File: src/rtl/cardseq_pkg.sv
package cardseq_pkg;
  timeunit 1ns;
  timeprecision 1ps;

  // contact index order is the power-up order; power-down walks it backwards
  localparam int NUM_CONTACTS = 4;  // 0 supply, 1 rx mode, 2 prog idle, 3 clock
  localparam int STEP_W       = $clog2(NUM_CONTACTS);

  typedef enum logic [2:0] {
    ST_IDLE       = 3'd0,
    ST_ACTIVATING = 3'd1,
    ST_WAIT_LOW   = 3'd2,
    ST_WAIT_HIGH  = 3'd3,
    ST_ANSWERED   = 3'd4,
    ST_TIMEOUT    = 3'd5,
    ST_DEACT      = 3'd6
  } seqState_t;

  typedef struct packed {
    logic                    settleClr;
    logic                    winClr;
    logic [NUM_CONTACTS-1:0] onMask;
    logic [NUM_CONTACTS-1:0] offMask;
    logic                    rstHigh;
    logic                    rstLow;
    logic                    earlySet;
    logic                    relSet;
    logic                    errClr;
  } seqCmd_t;

  typedef struct packed {
    logic settleDone;
    logic ioFall;
    logic ioLow;
    logic earlyZone;
    logic releaseDue;
    logic windowEnd;
  } seqFlags_t;
endpackage

File: src/rtl/cardseq_dp.sv
module cardseq_dp
  import cardseq_pkg::*;
#(
  parameter int SETTLE_CYCLES   = 4,
  parameter int ANSWER_WINDOW   = 40000,
  parameter int EARLIEST_ANSWER = 400,
  parameter int RELEASE_LIMIT   = 200
) (
  input  logic                    clk,
  input  logic                    rstN,
  input  seqCmd_t                 cmd,
  input  logic                    ioIn,
  output seqFlags_t               flags,
  output logic [NUM_CONTACTS-1:0] contactQ,
  output logic                    rstQ,
  output logic                    earlyErr,
  output logic                    releaseErr
);
  timeunit 1ns;
  timeprecision 1ps;

  localparam int SW = $clog2(SETTLE_CYCLES + 1);
  localparam int WW = $clog2(ANSWER_WINDOW + 1);
  localparam logic [SW-1:0] SETTLE_LAST = SW'(SETTLE_CYCLES - 1);
  localparam logic [WW-1:0] WIN_LAST    = WW'(ANSWER_WINDOW - 1);
  localparam logic [WW-1:0] WIN_SAT     = WW'(ANSWER_WINDOW);
  localparam logic [WW-1:0] EARLY_LIM   = WW'(EARLIEST_ANSWER);
  localparam logic [WW-1:0] REL_LAST    = WW'(RELEASE_LIMIT - 1);

  logic [SW-1:0] settleCnt;
  logic [WW-1:0] winCnt;
  logic          ioPrev;

  // settle pacing: free-running wrap, restarted on each sequence entry
  always_ff @(posedge clk or negedge rstN) begin
    if (!rstN)                       settleCnt <= '0;
    else if (cmd.settleClr)          settleCnt <= '0;
    else if (settleCnt == SETTLE_LAST) settleCnt <= '0;
    else                             settleCnt <= settleCnt + 1'b1;
  end

  // answer window: card clock cycles since the current time reference
  always_ff @(posedge clk or negedge rstN) begin
    if (!rstN)                 winCnt <= '0;
    else if (cmd.winClr)       winCnt <= '0;
    else if (winCnt != WIN_SAT) winCnt <= winCnt + 1'b1;
  end

  always_ff @(posedge clk or negedge rstN) begin
    if (!rstN) ioPrev <= 1'b0;
    else       ioPrev <= ioIn;
  end

  always_ff @(posedge clk or negedge rstN) begin
    if (!rstN) begin
      contactQ <= '0;
      rstQ     <= 1'b0;
    end else begin
      for (int i = 0; i < NUM_CONTACTS; i++) begin
        if (cmd.offMask[i])     contactQ[i] <= 1'b0;
        else if (cmd.onMask[i]) contactQ[i] <= 1'b1;
      end
      if (cmd.rstLow)       rstQ <= 1'b0;
      else if (cmd.rstHigh) rstQ <= 1'b1;
    end
  end

  always_ff @(posedge clk or negedge rstN) begin
    if (!rstN) begin
      earlyErr   <= 1'b0;
      releaseErr <= 1'b0;
    end else if (cmd.errClr) begin
      earlyErr   <= 1'b0;
      releaseErr <= 1'b0;
    end else begin
      if (cmd.earlySet) earlyErr   <= 1'b1;
      if (cmd.relSet)   releaseErr <= 1'b1;
    end
  end

  always_comb begin
    flags.settleDone = (settleCnt == SETTLE_LAST);
    flags.ioFall     = ioPrev & ~ioIn;
    flags.ioLow      = ~ioIn;
    flags.earlyZone  = (winCnt < EARLY_LIM);
    flags.releaseDue = (winCnt == REL_LAST);
    flags.windowEnd  = (winCnt == WIN_LAST);
  end

  // a contact may only move at the end of a settle interval
  for (genvar i = 0; i < NUM_CONTACTS; i++) begin : g_contactChecks
    p_settle_paced_r3: assert property (@(posedge clk) disable iff (!rstN)
      (contactQ[i] != $past(contactQ[i])) |-> ($past(settleCnt) == SETTLE_LAST));
    if (i > 0) begin : g_order
      // a later contact is never up without every earlier one
      p_supply_order_r9: assert property (@(posedge clk) disable iff (!rstN)
        contactQ[i] |-> contactQ[i-1]);
    end
  end

  p_rst_needs_clock_r4: assert property (@(posedge clk) disable iff (!rstN)
    rstQ |-> contactQ[NUM_CONTACTS-1]);

  p_one_change_r12: assert property (@(posedge clk) disable iff (!rstN)
    $countones({contactQ, rstQ} ^ $past({contactQ, rstQ})) <= 1);
endmodule

File: src/rtl/cardseq_ctrl.sv
module cardseq_ctrl
  import cardseq_pkg::*;
(
  input  logic      clk,
  input  logic      rstN,
  input  logic      startReq,
  input  logic      cardPresent,
  input  logic      abortReq,
  input  seqFlags_t flags,
  output seqCmd_t   cmd,
  output seqState_t state
);
  timeunit 1ns;
  timeprecision 1ps;

  localparam logic [STEP_W-1:0] LAST_STEP = STEP_W'(NUM_CONTACTS - 1);

  seqState_t         stateNext;
  logic [STEP_W-1:0] step, stepNext;
  logic              failEnd, failNext;
  logic              deactReq, deactFail, lossOfCard;

  always_comb begin
    cmd        = '0;
    stateNext  = state;
    stepNext   = step;
    failNext   = failEnd;
    deactReq   = 1'b0;
    deactFail  = 1'b0;
    lossOfCard = abortReq | ~cardPresent;

    unique case (state)
      ST_IDLE, ST_TIMEOUT: begin
        if (startReq && cardPresent && !abortReq) begin
          stateNext     = ST_ACTIVATING;
          stepNext      = '0;
          cmd.settleClr = 1'b1;
          cmd.errClr    = 1'b1;
        end
      end
      ST_ACTIVATING: begin
        if (lossOfCard) begin
          deactReq = 1'b1;
        end else if (flags.settleDone) begin
          cmd.onMask = NUM_CONTACTS'(1) << step;
          stepNext   = step + 1'b1;
          if (step == LAST_STEP) begin
            stateNext  = ST_WAIT_LOW;
            cmd.winClr = 1'b1;
          end
        end
      end
      ST_WAIT_LOW: begin
        if (lossOfCard) begin
          deactReq = 1'b1;
        end else if (flags.ioFall) begin
          if (flags.earlyZone) begin
            cmd.earlySet = 1'b1;
            deactReq     = 1'b1;
            deactFail    = 1'b1;
          end else begin
            stateNext = ST_ANSWERED;
          end
        end else if (flags.releaseDue && flags.ioLow) begin
          cmd.relSet = 1'b1;
          deactReq   = 1'b1;
          deactFail  = 1'b1;
        end else if (flags.windowEnd) begin
          cmd.rstHigh = 1'b1;
          cmd.winClr  = 1'b1;
          stateNext   = ST_WAIT_HIGH;
        end
      end
      ST_WAIT_HIGH: begin
        if (lossOfCard) begin
          deactReq = 1'b1;
        end else if (flags.ioFall) begin
          if (flags.earlyZone) begin
            cmd.earlySet = 1'b1;
            deactReq     = 1'b1;
            deactFail    = 1'b1;
          end else begin
            stateNext = ST_ANSWERED;
          end
        end else if (flags.windowEnd) begin
          deactReq  = 1'b1;
          deactFail = 1'b1;
        end
      end
      ST_ANSWERED: begin
        if (lossOfCard) deactReq = 1'b1;
      end
      ST_DEACT: begin
        if (flags.settleDone) begin
          cmd.offMask = NUM_CONTACTS'(1) << (LAST_STEP - step);
          stepNext    = step + 1'b1;
          if (step == LAST_STEP) stateNext = failEnd ? ST_TIMEOUT : ST_IDLE;
        end
      end
      default: stateNext = ST_IDLE;
    endcase

    if (deactReq) begin
      stateNext     = ST_DEACT;
      stepNext      = '0;
      failNext      = deactFail;
      cmd.settleClr = 1'b1;
      cmd.rstLow    = 1'b1;
    end
  end

  always_ff @(posedge clk or negedge rstN) begin
    if (!rstN) begin
      state   <= ST_IDLE;
      step    <= '0;
      failEnd <= 1'b0;
    end else begin
      state   <= stateNext;
      step    <= stepNext;
      failEnd <= failNext;
    end
  end

  p_loss_deacts_r10: assert property (@(posedge clk) disable iff (!rstN)
    ((state == ST_ACTIVATING || state == ST_WAIT_LOW || state == ST_WAIT_HIGH ||
      state == ST_ANSWERED) && (abortReq || !cardPresent)) |=> (state == ST_DEACT));

  p_deact_holds_r9: assert property (@(posedge clk) disable iff (!rstN)
    (state == ST_DEACT && !flags.settleDone) |=> (state == ST_DEACT));

  p_answer_not_early_r6: assert property (@(posedge clk) disable iff (!rstN)
    (state == ST_ANSWERED && $past(state) != ST_ANSWERED) |-> $past(!flags.earlyZone));
endmodule

File: src/rtl/card_activation_seq.sv
module card_activation_seq
  import cardseq_pkg::*;
#(
  parameter int SETTLE_CYCLES   = 4,
  parameter int ANSWER_WINDOW   = 40000,
  parameter int EARLIEST_ANSWER = 400,
  parameter int RELEASE_LIMIT   = 200
) (
  input  logic       clk,
  input  logic       rstN,
  input  logic       startReq,
  input  logic       cardPresent,
  input  logic       abortReq,
  input  logic       ioIn,
  output logic       cardRst,
  output logic       vccEn,
  output logic       vppIdleEn,
  output logic       cardClkEn,
  output logic       ioRxMode,
  output logic [2:0] status,
  output logic       earlyErr,
  output logic       releaseErr
);
  timeunit 1ns;
  timeprecision 1ps;

  seqCmd_t                 cmd;
  seqFlags_t               flags;
  seqState_t               state;
  logic [NUM_CONTACTS-1:0] contactQ;

  cardseq_ctrl u_ctrl (
    .clk        (clk),
    .rstN       (rstN),
    .startReq   (startReq),
    .cardPresent(cardPresent),
    .abortReq   (abortReq),
    .flags      (flags),
    .cmd        (cmd),
    .state      (state)
  );

  cardseq_dp #(
    .SETTLE_CYCLES  (SETTLE_CYCLES),
    .ANSWER_WINDOW  (ANSWER_WINDOW),
    .EARLIEST_ANSWER(EARLIEST_ANSWER),
    .RELEASE_LIMIT  (RELEASE_LIMIT)
  ) u_dp (
    .clk       (clk),
    .rstN      (rstN),
    .cmd       (cmd),
    .ioIn      (ioIn),
    .flags     (flags),
    .contactQ  (contactQ),
    .rstQ      (cardRst),
    .earlyErr  (earlyErr),
    .releaseErr(releaseErr)
  );

  assign vccEn     = contactQ[0];
  assign ioRxMode  = contactQ[1];
  assign vppIdleEn = contactQ[2];
  assign cardClkEn = contactQ[3];
  assign status    = state;

  p_rest_off_r1: assert property (@(posedge clk) disable iff (!rstN)
    (status == ST_IDLE || status == ST_TIMEOUT) |->
      !(vccEn || ioRxMode || vppIdleEn || cardClkEn || cardRst));

  p_wait_low_r4: assert property (@(posedge clk) disable iff (!rstN)
    (status == ST_WAIT_LOW) |-> (cardClkEn && !cardRst));

  p_wait_high_r4: assert property (@(posedge clk) disable iff (!rstN)
    (status == ST_WAIT_HIGH) |-> (cardClkEn && cardRst));
endmodule

File: config.mk
export PLATFORM = sky130hd
export DESIGN_NAME = card_activation_seq
export DESIGN_NICKNAME = d
export VERILOG_FILES = /design/src/rtl/cardseq_pkg.sv /design/src/rtl/cardseq_dp.sv /design/src/rtl/cardseq_ctrl.sv /design/src/rtl/card_activation_seq.sv
export SDC_FILE = /design/constraint.sdc
export NUM_CORES = 1
export LEC_CHECK = 0
export ABC_AREA = 1
export BUFFER_PORTS_ARGS = -buffer_cell sky130_fd_sc_hd__buf_2
export CAP_MARGIN = 20
export CELL_PAD_IN_SITES_DETAIL_PLACEMENT = 1
export CELL_PAD_IN_SITES_GLOBAL_PLACEMENT = 2
export CORE_UTILIZATION = 30
export DETAILED_ROUTE_END_ITERATION = 7
export GPL_ROUTABILITY_DRIVEN = 0
export HOLD_SLACK_MARGIN = 0.12
export PLACE_DENSITY = 0.71
export SLEW_MARGIN = 20
export SYNTH_ARGS = -nofsm -noshare
export SYNTH_HDL_FRONTEND = slang
export SYNTH_HIERARCHICAL = 1
export SYNTH_SLANG_ARGS = --single-unit
File: constraint.sdc
create_clock -name clk -period 2.3 [get_ports clk]
set_input_delay 0.345 -clock clk [delete_from_list [all_inputs] [get_ports clk]]
set_output_delay 0.345 -clock clk [all_outputs]
set_load 0.02 [all_outputs]
* Yosys cells after proc, flatten, opt, wreduce, memory -nomap -nowiden *
Cells that the tools add are included.

cells by class
  $add $sub $neg = 4
  magnitude comparators = 1
  eq/ne operators = 23
  shift operators = 2
  multiplexer cells = 72
  bitwise operators = 4
  reduce and logical (&&, ||, !) cells = 18

operators by type and width
  cell                   number
  $mux 3                 17
  $mux 1                 37
  $mux 16                2
  $ne 3x2->1 const B     6
  $pmux 3 s6             1
  $add 16x1->16 const B  1
  $eq 16x16->1 const B   1
  $eq 16x8->1 const B    1
  $lt 16x9->1 const B    1
  $ne 16x16->1 const B   1
  $reduce_bool 2->1      8
  $mux 4                 3
  $reduce_and 12->1      1
  $mux 2                 5
  $mux 5                 2
  $eq 3x2->1 const B     3
  $eq 3x3->1 const B     3
  $ne 3x1->1 const B     3
  $ne 4x3->1 const B     2
  $shl 1x2->4 const A    2
  $pmux 1 s2             3
  $pmux 2 s3             1
  $reduce_bool 4->1      1
  $reduce_or 2->1        2
  other kinds (14)       17

storage, ports and cells
  bits in registers = 33

* Logic depth before layout (Yosys ltp) *
  depth in word-level cells = 8
  mapped depth = 13
  depth with buffers taken out = 12

* Modules after synthesis *
Netlist, hierarchy kept.

by module, submodules not included
  module        instances  cells each  area each (um2)  sequential area each (um2)
  cardseq_dp    1          199         1438.9           675.6
  cardseq_ctrl  1          117         723.2            150.1

* Worst setup path after synthesis *
Ideal clock, no wire load.

  path kind = register -> register
  start = register u_dp.winCnt[0]
  end = register u_dp.winCnt[0]
  setup time = 0.118 ns
  data arrival time = 2.164 ns
  required time = 2.182 ns
  slack = 0.017 ns
  stages on the path, launching flop included = 12
  path buffers = 1
  period minus slack after synthesis = 2.283 ns
  cells stage by stage = dfrtp_1 > ha_1 > nand3_2 > nor2_2 > and3_1 > a21boi_0 > nand2_1 > o22ai_1 > inv_1 > buf_2 > nand4_1 > nand2_1

RTL lines
  item                    line              text
  from (decl)             cardseq_dp.sv:31  logic [WW-1:0] winCnt;
  from (signal assigned)  cardseq_dp.sv:46  else if (winCnt != WIN_SAT) winCnt <= winCnt + 1'b1;

==> results.md <==
Pwr:
- The cell-internal power is 1.09 mW.
- The power share of the clock group is 22.9%.
- IR analysis of the VDD net gives a maximum drop of 261 uV.
- Of the total power, the share spent switching nets is 43.5%.
- The combinational share of power is 37.0%.
- For this design the ratio of total power to cell area is 775 nW/um^2.
- In this run, flip-flops and latches consume 40.1% of the power.
- The analysis attributes to net switching a power of 0.836 mW.
- For this design the static power due to leakage is 1.31 nW.

Setup path:
- STA puts the critical path data required time at 2480 ps.
- Data arrives at the worst endpoint at 2230 ps.
- The largest driver fanout on the critical path is 12.
- The kind of end point of the critical path is a flip-flop.
- STA classifies the critical path startpoint as a flip-flop.
- The critical path is of the flip-flop to flip-flop type.

Synth:
- The synthesized flop and latch total is 33.
- By area the synthesized netlist is led by sky130_fd_sc_hd__dfrtp_1, sky130_fd_sc_hd__nand2_1, sky130_fd_sc_hd__nor2_1.
- In this run the mean area of a mapped cell was 6.84 um^2.
- The area fraction of the dominant cell type after synthesis is 38.2%.
- The post-synthesis cell count is 316.
- The count of distinct cell types in the synthesized netlist is 23.
- The number of warnings issued by yosys is 6.
- The synthesized design spends more area on one cell type than any other, namely sky130_fd_sc_hd__dfrtp_1.
- The share of synthesized area occupied by flip-flops and latches is 38.2%.
- The post-synthesis net count is 329.
- The post-synthesis instance area is 2160 um^2.

Place:
- During placement, the flow inserted port buffers numbering 15.
- Summed over all nets, the half-perimeter wirelength after detailed placement is 4.74 mm.

CTS:
- The clock latency on the worst-skew pair is 290 ps.
- The number of sinks handled by clock tree synthesis is 33.
- The clock tree from TritonCTS is built.
- The H-tree depth is 2.
- The clock passes through at most 2 buffers.
- The root buffer cell chosen for the clock tree is sky130_fd_sc_hd__clkbuf_8.
- TritonCTS created 5 clock buffers.
- The post-CTS clock slew at the launch and capture registers of the worst setup and hold paths is 70 ps.
- The post-cts hold buffer count is 0.

Finish:
- The sequential cell area in the final layout is 826 um^2.
- The most common cell after layout, fill and taps aside is sky130_fd_sc_hd__nand2_1.
- The antenna diode instance count is 0.
- In the layout the commonest cells are sky130_fd_sc_hd__nand2_1, sky130_fd_sc_hd__nor2_1, sky130_fd_sc_hd__inv_1.
- The number of fill cells is 900.
- The area growth from synthesis to layout is 14.6%.
- The proportion of layout cells with a drive suffix above 1 is 16.0%.
- Measured on the finished design, the core utilization comes to 36.1%.
- The net count of the finished layout is 356.
- The area of the multi-input gates is 1130 um^2.

Die:
- The vertical die dimension is 86.9 um.
- The total area inside the core boundary comes to 6870 um^2.
- 16 I/O pins were placed.
- The number of rows created at floorplan is 30.
- The total die area is 7550 um^2.
- The starting density of the core is 31.5%.
- Measured along the x axis, the die boundary spans 86.9 um.

GRT:
- The number of antenna violations at the first check in global routing is 0.
- The leftover overflow at the end of global routing is 0.
- The number of global-route vias before repair was 2103.
- In the global route stage, overall resource usage came out at 18.3%.
- Entering global routing, the biggest net connects 34 pins.
- The global-route wire length before repair is 10.5 mm.

Route:
- The number of nets still failing antenna checks after routing is 0.
- Across all layers, the routed design uses 2071 vias.
- The final layout contains routed wiring with a total length of 6.07 mm.
- After the first detailed-routing iteration, the DRC count stood at 90.
- After detailed routing, the number of vias per cell comes to 4.71.
- The first detailed-routing pass ran for 4 iterations.
- The post-detailed-route wirelength per cell is 13.8 um.
- The count of unresolved DRC violations after routing is 0.

STA:
- The final count of pins violating max slew is 0.
- The final sum of negative setup slack is 0 ps.
- Setup violations remaining at the end of the flow were counted as 0.
- The achievable clock frequency is 0.487 GHz.
- The final critical path takes up 89.2% of the cycle.
- The number of hold violations in the final report came to 0.
- Setup repair after global routing left no endpoint under its margin.
- The final setup skew is 5.10 ps.
- The clock period could shrink to 2050 ps.
- The tightest slew margin relative to the limit is 46.8%.
- For the pin with the worst max-slew slack, the measured transition is 798 ps.

Outcome:
- The flow ran to the end, and the final reports show no timing, DRC or antenna violations.

Job:
- The number of violations of the max-capacitance limit is 0.

Min path:
- The tightest min-delay check is of the input port to async pin type.
-- power groups by stage --
stage	sequential, mW	clock (mW)	combinational [mW]
after CTS	0.771	0.467	0.724
after floorplan	0.762	0	0.569
after global routing	0.786	0.479	0.832
after global placement	0.781	0	0.719
final	0.771	0.441	0.710
after detailed placement	0.783	0	0.719
-- synth_stat cells --
cell,n
sky130_fd_sc_hd__a21boi_0,1
sky130_fd_sc_hd__a21oi_1,8
sky130_fd_sc_hd__and3_1,1
sky130_fd_sc_hd__buf_2,1
sky130_fd_sc_hd__buf_4,2
sky130_fd_sc_hd__buf_6,1
sky130_fd_sc_hd__dfrtp_1,33
sky130_fd_sc_hd__ha_1,7
sky130_fd_sc_hd__inv_1,43
sky130_fd_sc_hd__inv_2,3
sky130_fd_sc_hd__nand2_1,74
sky130_fd_sc_hd__nand2_2,8
sky130_fd_sc_hd__nand2_4,1
sky130_fd_sc_hd__nand3_1,28
sky130_fd_sc_hd__nand3_2,4
sky130_fd_sc_hd__nand4_1,14
sky130_fd_sc_hd__nor2_1,60
sky130_fd_sc_hd__nor2_2,4
sky130_fd_sc_hd__nor2_4,2
sky130_fd_sc_hd__nor3_1,11
sky130_fd_sc_hd__o211ai_1,2
sky130_fd_sc_hd__o21ai_0,7
sky130_fd_sc_hd__o22ai_1,1
-- area by class of cell --
type / instances / area share, %
multi-input cells: 233 / 45.8
flip-flops and latches: 33 / 33.3
well taps: 96 / 4.85
repair buffers: 24 / 5.75
clock inverters: 2 / 0.404
inverters: 46 / 6.97
clock buffers: 6 / 2.93
-- flip-flops by register name (all words and copies together) (netlist names) --
register / flops
u_dp/winCnt: 16
u_dp/contactQ: 4
u_ctrl/state: 3
u_dp/settleCnt: 3
u_ctrl/step: 2
u_ctrl/failEnd: 1
u_dp/earlyErr: 1
u_dp/ioPrev: 1
u_dp/releaseErr: 1
u_dp/rstQ: 1
-- logic make-up (layout without fill, tap and decap cells) --
| logic type | after synthesis | in the layout | synth area share (%) |
|---|---|---|---|
| AO/OA/AOI/OAI | 19 | 19 | 4.80 |
| flip-flops | 33 | 33 | 38.2 |
| adder cells (fa/ha/maj) | 7 | 7 | 4.05 |
| AND/OR/NAND/NOR | 207 | 207 | 43.5 |
| buffers and inverters | 50 | 78 | 9.43 |
-- metal layers --
metal / up-vias / global-route usage, % / wire [um]
li1: 1060 / - / -
met1: 977 / 27.4 / 3270
met2: 27 / 26.8 / 2540
met3: 7 / 3.41 / 188
met4: 0 / 4.55 / 65
met5: - / 0 / 0
-- per-stage QoR --
| stage | cell area [um^2] | cells | hold slack [ps] | setup slack (ps) | power [mW] |
|---|---|---|---|---|---|
| 2_1_floorplan | 2160 | 316 | 49.4 | 17.3 | 1.33 |
| 3_3_place_gp | 2390 | 432 | 435 | 170 | 1.50 |
| 3_5_place_dp | 2390 | 432 | 440 | 141 | 1.50 |
| 4_1_cts | 2480 | 440 | 174 | 109 | 1.96 |
| 5_1_grt | 2480 | 440 | 207 | 61.5 | 2.10 |
| 6_report | 2480 | 440 | 143 | 248 | 1.92 |
-- what timing repair did --
action	CTS	global route
endpoints found under the setup margin	0	9
gates resized for setup	0	2
buffers inserted	0	0
-- path summary, 6_finish.rpt --
check / start / end / slack, ps / cells after the start
setup / recovery: u_dp/winCnt[1]$_DFFE_PN0P_ / u_dp/winCnt[8]$_DFFE_PN0P_ / 250 / 10
hold / removal: rstN / u_dp/winCnt[11]$_DFFE_PN0P_ / 140 / 1
setup reg to reg: u_dp/winCnt[1]$_DFFE_PN0P_ / u_dp/winCnt[8]$_DFFE_PN0P_ / 250 / 10
hold reg to reg: u_dp/settleCnt[0]$_DFF_PN0_ / u_dp/settleCnt[0]$_DFF_PN0_ / 440 / 1
max in group asynchronous: rstN / u_dp/winCnt[0]$_DFFE_PN0P_ / 1650 / 1
min in group clk: ioIn / u_dp/ioPrev$_DFF_PN0_ / 210 / 1
-- worst max-delay path, cell delays in order, from the launching register on --
cell and delay (ps):
sky130_fd_sc_hd__dfrtp_1 370, sky130_fd_sc_hd__ha_2 250, sky130_fd_sc_hd__nand3_2 110, sky130_fd_sc_hd__nor2_2 110
sky130_fd_sc_hd__and3_1 180, sky130_fd_sc_hd__a21boi_0 240, sky130_fd_sc_hd__nand2_1 100, sky130_fd_sc_hd__o22ai_1 230
sky130_fd_sc_hd__inv_2 160, sky130_fd_sc_hd__nand2_1 120, sky130_fd_sc_hd__a21oi_1 70
No activity file was read; power rests on OpenSTA's default activity.
